`config.mk`:
```
export PLATFORM = sky130hd
export DESIGN_NAME = ipi_flag_regs
export DESIGN_NICKNAME = d
export VERILOG_FILES = /design/src/rtl/ipi_flag_pkg.sv /design/src/rtl/ipi_flag_decode.sv /design/src/rtl/ipi_flag_cell.sv /design/src/rtl/ipi_flag_rdmux.sv /design/src/rtl/ipi_flag_regs.sv
export SDC_FILE = /design/constraint.sdc
export NUM_CORES = 1
export LEC_CHECK = 0
export ABC_AREA = 1
export BUFFER_PORTS_ARGS = -buffer_cell sky130_fd_sc_hd__buf_2
export CORE_MARGIN = 2
export CORE_UTILIZATION = 55
export DETAILED_ROUTE_END_ITERATION = 16
export HOLD_SLACK_MARGIN = 0.12
export PLACE_DENSITY = 0.77
export SYNTH_ARGS = -nofsm -noshare
export SYNTH_HDL_FRONTEND = slang
export SYNTH_SLANG_ARGS = --single-unit
```
`constraint.sdc`:
```
create_clock -name clk_i -period 1.15 [get_ports clk_i]
set_input_delay 0.115 -clock clk_i [delete_from_list [all_inputs] [get_ports clk_i]]
set_output_delay 0.115 -clock clk_i [all_outputs]
set_load 0.1 [all_outputs]
```
`src/rtl/ipi_flag_pkg.sv`:
```
package ipi_flag_pkg;

   // Lowest bit of the flag field; bits below it are trigger and reserved.
   localparam int FLAG_LSB_DEF = 4;
   // Bit that requests an interrupt pulse on a posting write.
   localparam int TRIG_BIT     = 0;

   // Address bits needed for a posting bank and a clearing bank.
   function automatic int addr_bits(input int cores);
      int n;
      n = $clog2(2 * cores);
      return (n < 1) ? 1 : n;
   endfunction

endpackage

```
`src/rtl/ipi_flag_decode.sv`:
```
module ipi_flag_decode #(
   parameter  int NUM_CORES = 4,
   parameter  int DATA_W    = 32,
   parameter  int FLAG_LSB  = 4,
   parameter  int ADDR_W    = 3,
   localparam int FLAG_W    = DATA_W - FLAG_LSB
) (
   input  logic                        we_i,
   input  logic [ADDR_W-1:0]           addr_i,
   input  logic [DATA_W-1:0]           wdata_i,
   output logic [NUM_CORES*FLAG_W-1:0] set_o,
   output logic [NUM_CORES*FLAG_W-1:0] clr_o,
   output logic [NUM_CORES-1:0]        trig_o
);

   logic [FLAG_W-1:0] field;
   logic              unused_rsv;

   assign field      = wdata_i[DATA_W-1:FLAG_LSB];
   assign unused_rsv = ^wdata_i[FLAG_LSB-1:ipi_flag_pkg::TRIG_BIT+1];

   for (genvar c = 0; c < NUM_CORES; c++) begin : g_core
      logic hit_post;
      logic hit_clear;
      assign hit_post  = we_i && (addr_i == ADDR_W'(c));
      assign hit_clear = we_i && (addr_i == ADDR_W'(NUM_CORES + c));
      assign set_o[c*FLAG_W +: FLAG_W] = hit_post  ? field : '0;
      assign clr_o[c*FLAG_W +: FLAG_W] = hit_clear ? field : '0;
      assign trig_o[c] = hit_post && wdata_i[ipi_flag_pkg::TRIG_BIT];
   end

endmodule

```
`src/rtl/ipi_flag_cell.sv`:
```
module ipi_flag_cell #(
   parameter int FLAG_W = 28
) (
   input  logic              clk_i,
   input  logic              rst_ni,
   input  logic [FLAG_W-1:0] set_i,
   input  logic [FLAG_W-1:0] clr_i,
   input  logic              trig_i,
   output logic [FLAG_W-1:0] flag_o,
   output logic              irq_o
);

   logic [FLAG_W-1:0] flag_q;
   logic              irq_q;

   // Clear first, then set, so a same-cycle post is kept.
   always_ff @(posedge clk_i or negedge rst_ni) begin
      if (!rst_ni) begin
         flag_q <= '0;
         irq_q  <= 1'b0;
      end else begin
         flag_q <= (flag_q & ~clr_i) | set_i;
         irq_q  <= trig_i;
      end
   end

   assign flag_o = flag_q;
   assign irq_o  = irq_q;

endmodule

```
`src/rtl/ipi_flag_rdmux.sv`:
```
module ipi_flag_rdmux #(
   parameter  int NUM_CORES = 4,
   parameter  int DATA_W    = 32,
   parameter  int FLAG_LSB  = 4,
   parameter  int ADDR_W    = 3,
   localparam int FLAG_W    = DATA_W - FLAG_LSB
) (
   input  logic [NUM_CORES*FLAG_W-1:0] flag_state_i,
   input  logic [ADDR_W-1:0]           addr_i,
   output logic [DATA_W-1:0]           rdata_o
);

   always_comb begin
      rdata_o = '0;
      for (int c = 0; c < NUM_CORES; c++) begin
         if (addr_i == ADDR_W'(c) || addr_i == ADDR_W'(NUM_CORES + c)) begin
            rdata_o = {flag_state_i[c*FLAG_W +: FLAG_W], {FLAG_LSB{1'b0}}};
         end
      end
   end

endmodule

```
`src/rtl/ipi_flag_regs.sv`:
```
module ipi_flag_regs #(
   parameter  int NUM_CORES = 4,
   parameter  int NUM_PORTS = 2,
   parameter  int DATA_W    = 32,
   parameter  int FLAG_LSB  = ipi_flag_pkg::FLAG_LSB_DEF,
   localparam int ADDR_W    = ipi_flag_pkg::addr_bits(NUM_CORES),
   localparam int FLAG_W    = DATA_W - FLAG_LSB
) (
   input  logic                        clk_i,
   input  logic                        rst_ni,
   input  logic [NUM_PORTS-1:0]        we_i,
   input  logic [NUM_PORTS*ADDR_W-1:0] addr_i,
   input  logic [NUM_PORTS*DATA_W-1:0] wdata_i,
   output logic [NUM_PORTS*DATA_W-1:0] rdata_o,
   output logic [NUM_CORES-1:0]        irq_o
);

   // Elaboration-time parameter checks
   if (NUM_CORES < 1) begin : g_bad_cores
      $error("ipi_flag_regs: NUM_CORES must be at least 1");
   end
   if (NUM_PORTS < 1) begin : g_bad_ports
      $error("ipi_flag_regs: NUM_PORTS must be at least 1");
   end
   if (FLAG_LSB <= ipi_flag_pkg::TRIG_BIT + 1 || FLAG_LSB >= DATA_W) begin : g_bad_lsb
      $error("ipi_flag_regs: FLAG_LSB must lie above the trigger bit and below DATA_W");
   end

   logic [NUM_CORES*FLAG_W-1:0] p_set  [NUM_PORTS];
   logic [NUM_CORES*FLAG_W-1:0] p_clr  [NUM_PORTS];
   logic [NUM_CORES-1:0]        p_trig [NUM_PORTS];

   logic [NUM_CORES*FLAG_W-1:0] set_all;
   logic [NUM_CORES*FLAG_W-1:0] clr_all;
   logic [NUM_CORES-1:0]        trig_all;
   logic [NUM_CORES*FLAG_W-1:0] flag_state;

   for (genvar p = 0; p < NUM_PORTS; p++) begin : g_port
      ipi_flag_decode #(
         .NUM_CORES (NUM_CORES),
         .DATA_W    (DATA_W),
         .FLAG_LSB  (FLAG_LSB),
         .ADDR_W    (ADDR_W)
      ) u_decode (
         .we_i    (we_i[p]),
         .addr_i  (addr_i[p*ADDR_W +: ADDR_W]),
         .wdata_i (wdata_i[p*DATA_W +: DATA_W]),
         .set_o   (p_set[p]),
         .clr_o   (p_clr[p]),
         .trig_o  (p_trig[p])
      );

      ipi_flag_rdmux #(
         .NUM_CORES (NUM_CORES),
         .DATA_W    (DATA_W),
         .FLAG_LSB  (FLAG_LSB),
         .ADDR_W    (ADDR_W)
      ) u_rdmux (
         .flag_state_i (flag_state),
         .addr_i       (addr_i[p*ADDR_W +: ADDR_W]),
         .rdata_o      (rdata_o[p*DATA_W +: DATA_W])
      );
   end

   // Merge the requests of all ports
   always_comb begin
      set_all  = '0;
      clr_all  = '0;
      trig_all = '0;
      for (int p = 0; p < NUM_PORTS; p++) begin
         set_all  = set_all  | p_set[p];
         clr_all  = clr_all  | p_clr[p];
         trig_all = trig_all | p_trig[p];
      end
   end

   for (genvar c = 0; c < NUM_CORES; c++) begin : g_core
      ipi_flag_cell #(
         .FLAG_W (FLAG_W)
      ) u_cell (
         .clk_i  (clk_i),
         .rst_ni (rst_ni),
         .set_i  (set_all[c*FLAG_W +: FLAG_W]),
         .clr_i  (clr_all[c*FLAG_W +: FLAG_W]),
         .trig_i (trig_all[c]),
         .flag_o (flag_state[c*FLAG_W +: FLAG_W]),
         .irq_o  (irq_o[c])
      );
   end

endmodule

```
Yosys cells after proc, flatten, opt, wreduce, memory -nomap -nowiden
Index checks and enable logic that the tools add are counted.
{"block": "op_classes", "addsub": 0, "multipliers": 0, "n_div": 0, "n_lt_le_gt_ge": 0, "eq_ne": 14, "shifts": 0, "n_mux": 24, "bitwise": 15, "reduce_logical": 34}
{"operator": "28-bit two-way mux", "count": 16}
{"operator": "32-bit two-way mux", "count": 8}
{"operator": "112-bit bitwise OR", "count": 2}
{"operator": "28-bit bitwise AND", "count": 4}
{"operator": "28-bit inverter", "count": 4}
{"operator": "28-bit bitwise OR", "count": 4}
{"operator": "3-bit == test (second input constant)", "count": 8}
{"operator": "1-bit logical AND", "count": 24}
{"operator": "3-bit by 2-bit == test with 1-bit output (second input constant)", "count": 4}
{"operator": "1-bit logical OR", "count": 8}
{"operator": "3-bit by 1-bit == test with 1-bit output (second input constant)", "count": 2}
{"operator": "3-bit zero test", "count": 2}
{"operator": "4-bit bitwise OR", "count": 1}
{"block": "word_totals", "ff_bits": 116, "latchBits": 0, "ram_bits": 0, "mem_bits_ro": 0, "inputBits": 74, "out_inout_bits": 68, "wordCells": 95, "mem_count": 0}

Depth between registers and ports, before layout
Gate-level depths: netlist (run 1).
{"block": "logic_depth", "depth_word": 7, "ltp_mapped": 9, "mapped_depth_nobuf": 7}

Modules after synthesis
A second synthesis (run 1) with hierarchy kept.
{"block": "unflattened", "cells_unflattened": 2172, "hier_area_um2": 11283.3}
{"module": "ipi_flag_cell", "n_inst": 4, "cells_per_inst": 141, "area_each_um2": 1146.1}
{"module": "ipi_flag_regs", "n_inst": 1, "cells_per_inst": 684, "area_each_um2": 2567.5}
{"module": "ipi_flag_decode", "n_inst": 2, "cells_per_inst": 296, "area_each_um2": 1189.9}
{"module": "ipi_flag_rdmux", "n_inst": 2, "cells_per_inst": 166, "area_each_um2": 875.8}

Least setup slack after synthesis (run 1)
Ideal clock, no wire load.
{"block": "synth_timing", "path_kind": "input port to output port", "from": "in addr_i[0]", "to": "out rdata_o[22]", "arrival_ns": 1.563, "t_required_ns": 1.035, "path_slack_ns": -0.528, "stages": 6, "n_path_buf": 2, "path_cell_list": "nand2_1 inv_2 buf_2 buf_2 nand2_1 nand4_1"}
{"block": "synth_via", "elab_chain_len": 6, "word_cells_on_any_way": 16, "cone_classes": "eq/ne (7); mux (4); reduce/logical (5)"}
{"element": "from (decl)", "line": "ipi_flag_regs.sv:12", "text": "input logic [NUM_PORTS*ADDR_W-1:0] addr_i,"}
{"element": "3-bit == test or 3-bit zero test (tied branches)", "line": "ipi_flag_rdmux.sv:16", "text": "if (addr_i == ADDR_W'(c) || addr_i == ADDR_W'(NUM_CORES + c)) begin"}
{"element": "1-bit logical OR", "line": "ipi_flag_rdmux.sv:16"}
{"element": "32-bit two-way mux (3 in a row)", "line": "ipi_flag_rdmux.sv:16"}
{"element": "32-bit two-way mux *", "line": "ipi_flag_rdmux.sv:16"}
{"element": "to (decl)", "line": "ipi_flag_regs.sv:14", "text": "output logic [NUM_PORTS*DATA_W-1:0] rdata_o,"}
Mark *: on every way between the ends. The rest lies on a longest branch, timed or not.

Worst setup path after layout (run 1)
{"block": "layout_timing", "from": "reg g_core[1].u_cell.flag_q[14]", "to": "out rdata_o[50]"}
{"block": "layout_via", "elab_chain_len": 3}
{"element": "from (decl)", "line": "ipi_flag_cell.sv:13", "text": "logic [FLAG_W-1:0] flag_q;"}
{"element": "from (signal assigned)", "line": "ipi_flag_cell.sv:22", "text": "flag_q <= (flag_q & ~clr_i) | set_i;"}
{"element": "32-bit two-way mux (3 in a row)", "line": "ipi_flag_rdmux.sv:16"}
Every way passes these cells.

==> impl_metrics.json, run 1 <==
{
  "synth.ff_latch_count": 116,
  "nets": 1772,
  "fin_setup_tns_ns": -14.09,
  "antenna_found_initial": 0,
  "first_iter_violations": 1727,
  "die-area_sq_um": 17400,
  "via_per_inst": 5.94,
  "area_delta_synth_final_pct": 43.7,
  "grt_pass1_wl_microns": 52700,
  "drive_above_1_share_pct": 20.0,
  "cp_data_required_time_ns": 1.03,
  "regArea_sq_um": 2900,
  "io_buffers": 127,
  "track_usage_pct": 36.8,
  "detail_route.wirelength_microns": 32300,
  "setup_viol": 56,
  "fin_crit_ns": 1.48,
  "cts.clk_slew.worst_paths_ns": 0.06,
  "num_rows": 46,
  "hpwl_microns": 19700,
  "clock.fmax_mhz": 677,
  "finalWorstSetupSlack_ns": -0.328,
  "max-cap-violations": 0,
  "routed-via-count": 11500,
  "cp_max_fo": 3,
  "cts_tree": "done",
  "ant_nets": 0,
  "critical_path.cell_chain": "nand2_1 > nand4_1 > buf_12",
  "multi_input_area_sq_um": 4950,
  "finalHoldViolCount": 0,
  "cts_made_buffers": 17,
  "grt_max_degree": 61,
  "stdcell_count": 1927,
  "clock_latency_ns": 0.42,
  "netlist_area_sq_um": 8990,
  "core_area_sq_um": 15900,
  "violations": "setup timing",
  "dr_wl_met2_microns": 15000,
  "crit_arrival_ns": 1.36,
  "rsz0062_at_grt": "yes",
  "die_y_microns": 132,
  "timing.rr.end": "g_core[0].u_cell.flag_o[20]",
  "htreeDepth": 4,
  "start_kind": "flop",
  "crit_family": "flip-flops",
  "r2r_cells": 4,
  "layout_worst_path_cycle_share_pct": 129,
  "root_buffer": "clkbuf_16",
  "ios": 142,
  "path_buf_inv": 1,
  "crit_type": "reg2out",
  "wl_met1_microns": 11500,
  "slew_violations": 0,
  "r2r_start": "g_core[0].u_cell.flag_o[20]",
  "skew_ns": 0,
  "final_util_pct": 81.1,
  "cts_sinks": 116,
  "wl_met3_microns": 4410,
  "cpMaxStageDelayCell": "dfrtp_1",
  "power.density_nw_per_um2": 1660,
  "seq_area_frac_synth_pct": 32.3,
  "dp_cells": 1792,
  "hp-class": "in2async",
  "diodes": 0,
  "syn_avg_cell_area_sq_um": 5.99,
  "outcome": "finished with violations",
  "yosysWarnings": 0,
  "die_w_microns": 132,
  "r2r_slack_ns": 0.24,
  "yosysUniqueCellTypes": 14,
  "drtPass1Iterations": 6,
  "grt_pass1_vias": 10900,
  "grt-ovfl-total": 0,
  "crit_path_end_kind": "output pin",
  "gp_congestion": 0.875,
  "drcViolationCount": 0,
  "nFillCells": 1024,
  "clockBufferDepth": 2,
  "critPathMaxStageDelay_ns": 0.42,
  "top_layer": "met4",
  "wire_per_inst_microns": 16.8,
  "irDropWorstVdd_uv": 1290,
  "leakage_nw": 6.20,
  "synthCells": 1502,
  "dpl_worst_slack_ns": -0.256,
  "start_util_pct": 56.4
}
-- routing by layer --
| layer | GRT usage, % | vias up |
|---|---|---|
| li1 | - | 5184 |
| met1 | 46.4 | 5108 |
| met2 | 58.3 | 999 |
| met3 | 9.30 | 162 |
| met4 | 19.7 | 0 |
| met5 | 0 | - |
-- flip-flops by register name (all words and copies together) (netlist names) --
signal and cells:
g_core.u_cell.flag_o 112, g_core.u_cell.irq_o 4
-- report_power, final --
part,internal (W),switching (W),leakage (nW)
Combinational,0.00365,0.00624,4.53
Sequential,0.00505,0.000890,1.37
Clock,0.00362,0.00197,0.299
Total,0.0123,0.00910,6.20
-- cells in the mapped netlist (all sizes together) --
cell type  number  share of area, %
buf           102               6.2
clkbuf         65               2.7
conb            1             0.042
dfrtp         116                32
inv           123               5.1
nand2         600                25
nand3         427                24
nand4          56               3.9
nor2           12              0.92
-- worst max-delay path by stage --
| stage | from | endpoint | slack (ns) | cells after the start |
|---|---|---|---|---|
| floorplan | addr_i[0] | rdata_o[12] | -0.37 | 6 |
| global placement | addr_i[0] | rdata_o[18] | -0.24 | 7 |
| detailed placement | addr_i[0] | rdata_o[13] | -0.26 | 7 |
| CTS | g_core[1].u_cell.flag_o[14] | rdata_o[50] | -0.33 | 3 |
| global route | g_core[1].u_cell.flag_o[14] | rdata_o[50] | -0.36 | 3 |
| finish | g_core[1].u_cell.flag_o[14] | rdata_o[50] | -0.33 | 3 |
-- layout make-up --
class	instances	share of cell area, %
multi-input cells	1103	38.3
repair buffers	337	28.4
flip-flops and latches	116	22.5
inverters	123	3.94
clock buffers	23	3.78
well taps	216	2.09
clock inverters	9	0.968
-- what timing repair did --
action                                 CTS  global route
buffers inserted                        23            20
hold buffers                            59             0
pin swaps                              134            76
resized for setup                        3             3
setup endpoints to repair               56            56
endpoints found under the hold margin  232             0
gates cloned                             1             0
-- metrics by stage --
stage | cell area (sq um) | hold slack, ns | power (W)
4_1_cts | 12800 | 0.135 | 0.0210
6_report | 12900 | 0.133 | 0.0214
3_5_place_dp | 11300 | 0.0374 | 0.0150
5_1_grt | 12900 | 0.174 | 0.0222
3_3_place_gp | 11300 | 0.0334 | 0.0149
2_1_floorplan | 9330 | -0.181 | 0.0117
-- cell usage in the layout, fill, tap and decap left out, drive strengths merged --
master / instances
bufbuf: 1
buf: 276
nor2: 12
clkinv: 4
conb: 8
nand4: 56
clkbuf: 24
clkinvlp: 2
nand3: 427
nand2: 600
inv: 123
dlygate4sd3: 59
bufinv: 3
dfrtp: 116
-- cells by family (layout without fill, tap and decap cells) --
group | after synthesis | in the layout | share of synthesized area, %
simple gates | 1095 | 1095 | 53.6
buf+inv | 290 | 492 | 14.1
flops | 116 | 116 | 32.3
other cells | 1 | 8 | 0.0417
(Power assumes the default switching activity.)
==> inputs of run 2 (changes only) <==
SKIP_CTS_REPAIR_TIMING = 1   (was unset)
clock period = 1.53 ns   (was 1.15 ns; I/O delays follow)
==> impl_metrics.json, run 2 (synthesis gave the netlist of run 1 again) <==
{
  "io_buffers": 127,
  "grt-ovfl-total": 0,
  "grt_pass1_vias": 9737,
  "die_y_microns": 132,
  "ant_nets": 0,
  "top_layer": "met5",
  "leakage_nw": 5.55,
  "whs_path_depth": 4,
  "gp_congestion": 0.852,
  "crit_arrival_ns": 1.37,
  "via_per_inst": 5.90,
  "hp-class": "in2reg",
  "cts_made_buffers": 17,
  "num_rows": 46,
  "r2r_start": "g_core[3].u_cell.flag_o[10]",
  "final_util_pct": 73.7,
  "r2r_slack_ns": 0.25,
  "area_delta_synth_final_pct": 30.6,
  "timing.rr.end": "g_core[3].u_cell.flag_o[10]",
  "first_iter_violations": 1527,
  "largest_register_ffs": 112,
  "wl_met1_microns": 11600,
  "relSlewSlack_pct": 63.5,
  "hpwl_microns": 17400,
  "track_usage_pct": 33.3,
  "layout_common_cells": "588 x nand2_1, 427 x nand3_1, 116 x dfrtp_1, 114 x inv_1, 87 x buf_12",
  "slew_violations": 0,
  "die-area_sq_um": 17400,
  "core_area_sq_um": 15900,
  "rsz0062_at_grt": "yes",
  "routed-via-count": 10600,
  "die_w_microns": 132,
  "crit_path_end_kind": "output pin",
  "start_util_pct": 56.4,
  "cp_data_required_time_ns": 1.38,
  "wire_per_inst_microns": 16.7,
  "clockBufferDepth": 2,
  "skew_ns": 0,
  "crit_type": "reg2out",
  "layout_worst_path_cycle_share_pct": 99.4,
  "clock.fmax_mhz": 658,
  "finalHoldViolCount": 0,
  "max-cap-violations": 0,
  "irDropWorstVdd_uv": 1010,
  "nets": 1640,
  "grt_max_degree": 88,
  "tightest_slew_ns": 0.547,
  "r2r_cells": 3,
  "fin_setup_tns_ns": 0,
  "dr_wl_met2_microns": 13800,
  "final_common_cell": "nand2_1",
  "drive_above_1_share_pct": 15.7,
  "total_power_w": 0.0151,
  "worstHoldStart": "wdata_i[54]",
  "drcViolationCount": 0,
  "dp_cells": 1739,
  "fin_crit_ns": 1.52,
  "min_to": "g_core[2].u_cell.flag_o[18]",
  "wl_met3_microns": 3500,
  "root_buffer": "clkbuf_16",
  "cts_tree": "done",
  "detail_route.wirelength_microns": 30000,
  "nFillCells": 1240,
  "clock_latency_ns": 0.42,
  "antenna_found_initial": 3,
  "stdcell_count": 1794,
  "ios": 142,
  "cts_sinks": 116,
  "drtPass1Iterations": 7,
  "cp_max_fo": 3,
  "grt_pass1_wl_microns": 47600,
  "htreeDepth": 4,
  "power.density_nw_per_um2": 1290,
  "fin_hold_ws_ns": 0.0946,
  "cts.clk_slew.worst_paths_ns": 0.06,
  "start_kind": "flop",
  "outcome": "finished, final reports clean",
  "setup_viol": 0
}
==> run 2: per-stage QoR <==
stage | cell area, sq um | setup WS (ns)
global placement | 10900 | 0.0303
detailed placement | 10900 | 0.0241
floorplan | 9330 | -0.0658
CTS | 11500 | 0.00850
global route | 11700 | -0.0242
finish | 11800 | 0.00913
==> run 2: critical path, cell delays in order, from the launching register on <==
cell and delay [ns]:
dfrtp_1 0.39, nand2_1 0.09, nand4_1 0.22, buf_12 0.25
==> run 2: how the worst max path moves through the flow <==
| stage | cells after the start | slack, ns | startpoint | to |
|---|---|---|---|---|
| 3_3_place_gp | 7 | 0.03 | addr_i[1] | rdata_o[10] |
| 4_1_cts | 3 | 0.009 | g_core[0].u_cell.flag_o[14] | rdata_o[50] |
| 6_report | 3 | 0.009 | g_core[0].u_cell.flag_o[14] | rdata_o[50] |
| 2_1_floorplan | 6 | -0.07 | addr_i[0] | rdata_o[12] |
| 3_5_place_dp | 7 | 0.02 | addr_i[1] | rdata_o[10] |
| 5_1_grt | 3 | -0.02 | g_core[1].u_cell.flag_o[14] | rdata_o[50] |
==> run 2: final cells by class <==
| cell class | instances | area (sq um) | share of cell area [%] |
|---|---|---|---|
| Timing Repair Buffer | 205 | 2550 | 21.7 |
| Multi-Input combinational cell | 1103 | 4950 | 42.1 |
| Clock buffer | 27 | 523 | 4.45 |
| Antenna cell | 1 | 2.50 | 0.0213 |
| Sequential cell | 116 | 2900 | 24.7 |
| Tap cell | 216 | 270 | 2.30 |
| Inverter | 123 | 509 | 4.33 |
| Clock inverter | 3 | 42.5 | 0.362 |
==> run 2: layer usage <==
layer / global-route usage, % / up-vias
li1: - / 4912
met1: 43.6 / 4847
met2: 54.0 / 698
met3: 6.31 / 129
met4: 14.0 / 2
met5: 0 / -
==> run 2: report_power, final <==
group	switching [W]	internal (W)	leakage (nW)
registers	0.000632	0.00380	1.37
clock network	0.00139	0.00247	0.276
logic	0.00452	0.00230	3.91
==> inputs of run 3 (changes only) <==
ABC_AREA = unset   (was 1)
PLACE_DENSITY = 0.76   (was 0.77)
SYNTH_HIERARCHICAL = 1   (was unset)
==> impl_metrics.json, run 3 <==
{
  "crit_type": "reg2out",
  "first_iter_violations": 454,
  "start_util_pct": 56.2,
  "yosysWarnings": 6,
  "clock.fmax_mhz": 582,
  "cts.clk_slew.worst_paths_ns": 0.05,
  "cp_data_required_time_ns": 1.38,
  "layout_worst_path_cycle_share_pct": 112,
  "largest_register_ffs": 112,
  "leakage_nw": 6.71,
  "grt_pass1_vias": 8500,
  "irDropWorstVdd_uv": 821,
  "worstHoldStart": "wdata_i[9]",
  "drive_above_1_share_pct": 21.3,
  "r2r_start": "g_core[0].u_cell/flag_o[16]",
  "crit_path_end_kind": "output pin",
  "slew_violations": 0,
  "root_buffer": "clkbuf_16",
  "drtPass1Iterations": 4,
  "ys_async_sr_fraction_pct": 100,
  "hpwl_microns": 18900,
  "die_w_microns": 142,
  "netlist_area_sq_um": 10500,
  "finalWorstSetupSlack_ns": -0.189,
  "r2r_cells": 2,
  "synth_edf_count": 0,
  "yosysUniqueCellTypes": 18,
  "final_util_pct": 68.4,
  "clockBufferDepth": 2,
  "synth_top_area_share_pct": 27.5,
  "drcViolationCount": 0,
  "num_rows": 50,
  "hp-class": "in2reg",
  "die_y_microns": 142,
  "syn_avg_cell_area_sq_um": 9.04,
  "grt_max_degree": 79,
  "yosys.cell_count.top_type": "and2_1",
  "antenna_found_initial": 3,
  "detail_route.wirelength_microns": 28300,
  "via_per_inst": 5.34,
  "yosysTopAreaCell": "dfrtp_1",
  "ios": 142,
  "whs_path_depth": 4,
  "ant_nets": 0,
  "gp_congestion": 0.797,
  "cp-startpoint": "g_core[1].u_cell/flag_o[5]",
  "setup_viol": 56,
  "fin_hold_ws_ns": 0.177,
  "cts_tree": "done",
  "grt_pass1_wl_microns": 44900,
  "stdcell_area_sq_um": 12800,
  "crit_arrival_ns": 1.57,
  "wire_per_inst_microns": 17.9,
  "synthCells": 1166,
  "dpl-instance-area_sq_um": 11600,
  "relSlewSlack_pct": 64.6,
  "ys_top_cells_by_count": "456 x and2_1, 228 x or2_1, 116 x dfrtp_1",
  "area_delta_synth_final_pct": 21.9,
  "violations": "setup timing",
  "seq_area_frac_synth_pct": 27.5,
  "core_area_sq_um": 18800,
  "outcome": "finished with violations",
  "fin_crit_ns": 1.72,
  "track_usage_pct": 28.8,
  "cts_made_buffers": 17,
  "layout_common_cells": "456 x and2_1, 228 x or2_1, 116 x dfrtp_1, 112 x inv_1, 112 x a21o_1",
  "nets": 1401,
  "power.density_nw_per_um2": 1250,
  "clock_latency_ns": 0.42,
  "synth-main-ff-cell": "dfrtp_1",
  "grt-ovfl-total": 0,
  "cts_sinks": 116,
  "start_kind": "flop",
  "cp_max_fo": 3,
  "synthTopCellsByArea": "dfrtp_1 28%, and2_1 27%, or2_1 14%, mux4_2 8.5%, a21o_1 8.0%",
  "final_common_cell": "and2_1",
  "tightest_slew_ns": 0.531,
  "skew_ns": 0,
  "io_buffers": 127,
  "finalHoldViolCount": 0,
  "die-area_sq_um": 20300,
  "max-cap-violations": 0,
  "routed-via-count": 8425,
  "rsz0062_at_grt": "yes",
  "htreeDepth": 4,
  "synth.ff_latch_count": 116
}
==> run 3: per-stage QoR <==
step	worst slack (ns)	total power [W]	std cells	setup TNS (ns)
finish	-0.189	0.0160	1579	-7.85
global route	-0.222	0.0165	1575	-9.91
CTS	-0.310	0.0149	1549	-13.78
detailed placement	-0.137	0.0106	1517	-9.47
global placement	-0.0938	0.0105	1517	-7.08
floorplan	0.0284	0.00936	1172	0
==> run 3: power by group <==
part	total [W]	leakage, nW	internal, W	switching, W
Combinational	0.00740	5.04	0.00274	0.00466
Sequential	0.00437	1.37	0.00380	0.000578
Clock	0.00422	0.294	0.00276	0.00147
Total	0.0160	6.71	0.00929	0.00670
==> run 3: final timing paths <==
kind / endpoint / slack, ns
max: rdata_o[41] / -0.19
min in group asynchronous: g_core[1].u_cell/flag_o[0] / 0.29
min reg2reg: g_core[1].u_cell/flag_o[5] / 0.49
min: g_core[0].u_cell/flag_o[5] / 0.18
max in group asynchronous: g_core[2].u_cell/flag_o[24] / 0.77
max reg2reg: g_core[0].u_cell/flag_o[16] / 0.72
==> run 3: layer usage <==
layer,share of wire [%],global-route usage (%),up-vias
met1,42,36.0,4154
li1,-,-,3995
met2,51,50.3,232
met4,2.0,8.81,2
met5,0.039,0,-
met3,4.9,6.02,42
==> run 3: final cells by class <==
cell class,count,area [sq um]
Antenna cell,5,12.5
Clock buffer,22,454
Clock inverter,10,155
Fill cell,1473,5920
Inverter,112,420
Multi-Input combinational cell,876,6620
Sequential cell,116,2900
Tap cell,234,293
Timing Repair Buffer,204,1990
==> run 3: cells by family (layout without fill, tap and decap cells) <==
group	Yosys count	in the layout	share of synthesized area, %
other	2	13	0.0713
AOI/OAI and AO/OA	112	112	7.98
and+or+nand+nor	700	700	42.3
DFF	116	116	27.5
muxes	56	56	12.5
buffers and inverters	180	348	9.54
==> run 3: critical path: stages, from the launching register on <==
cell,delay [ns]
dfrtp_1,0.38
mux4_1,0.56
buf_6,0.21
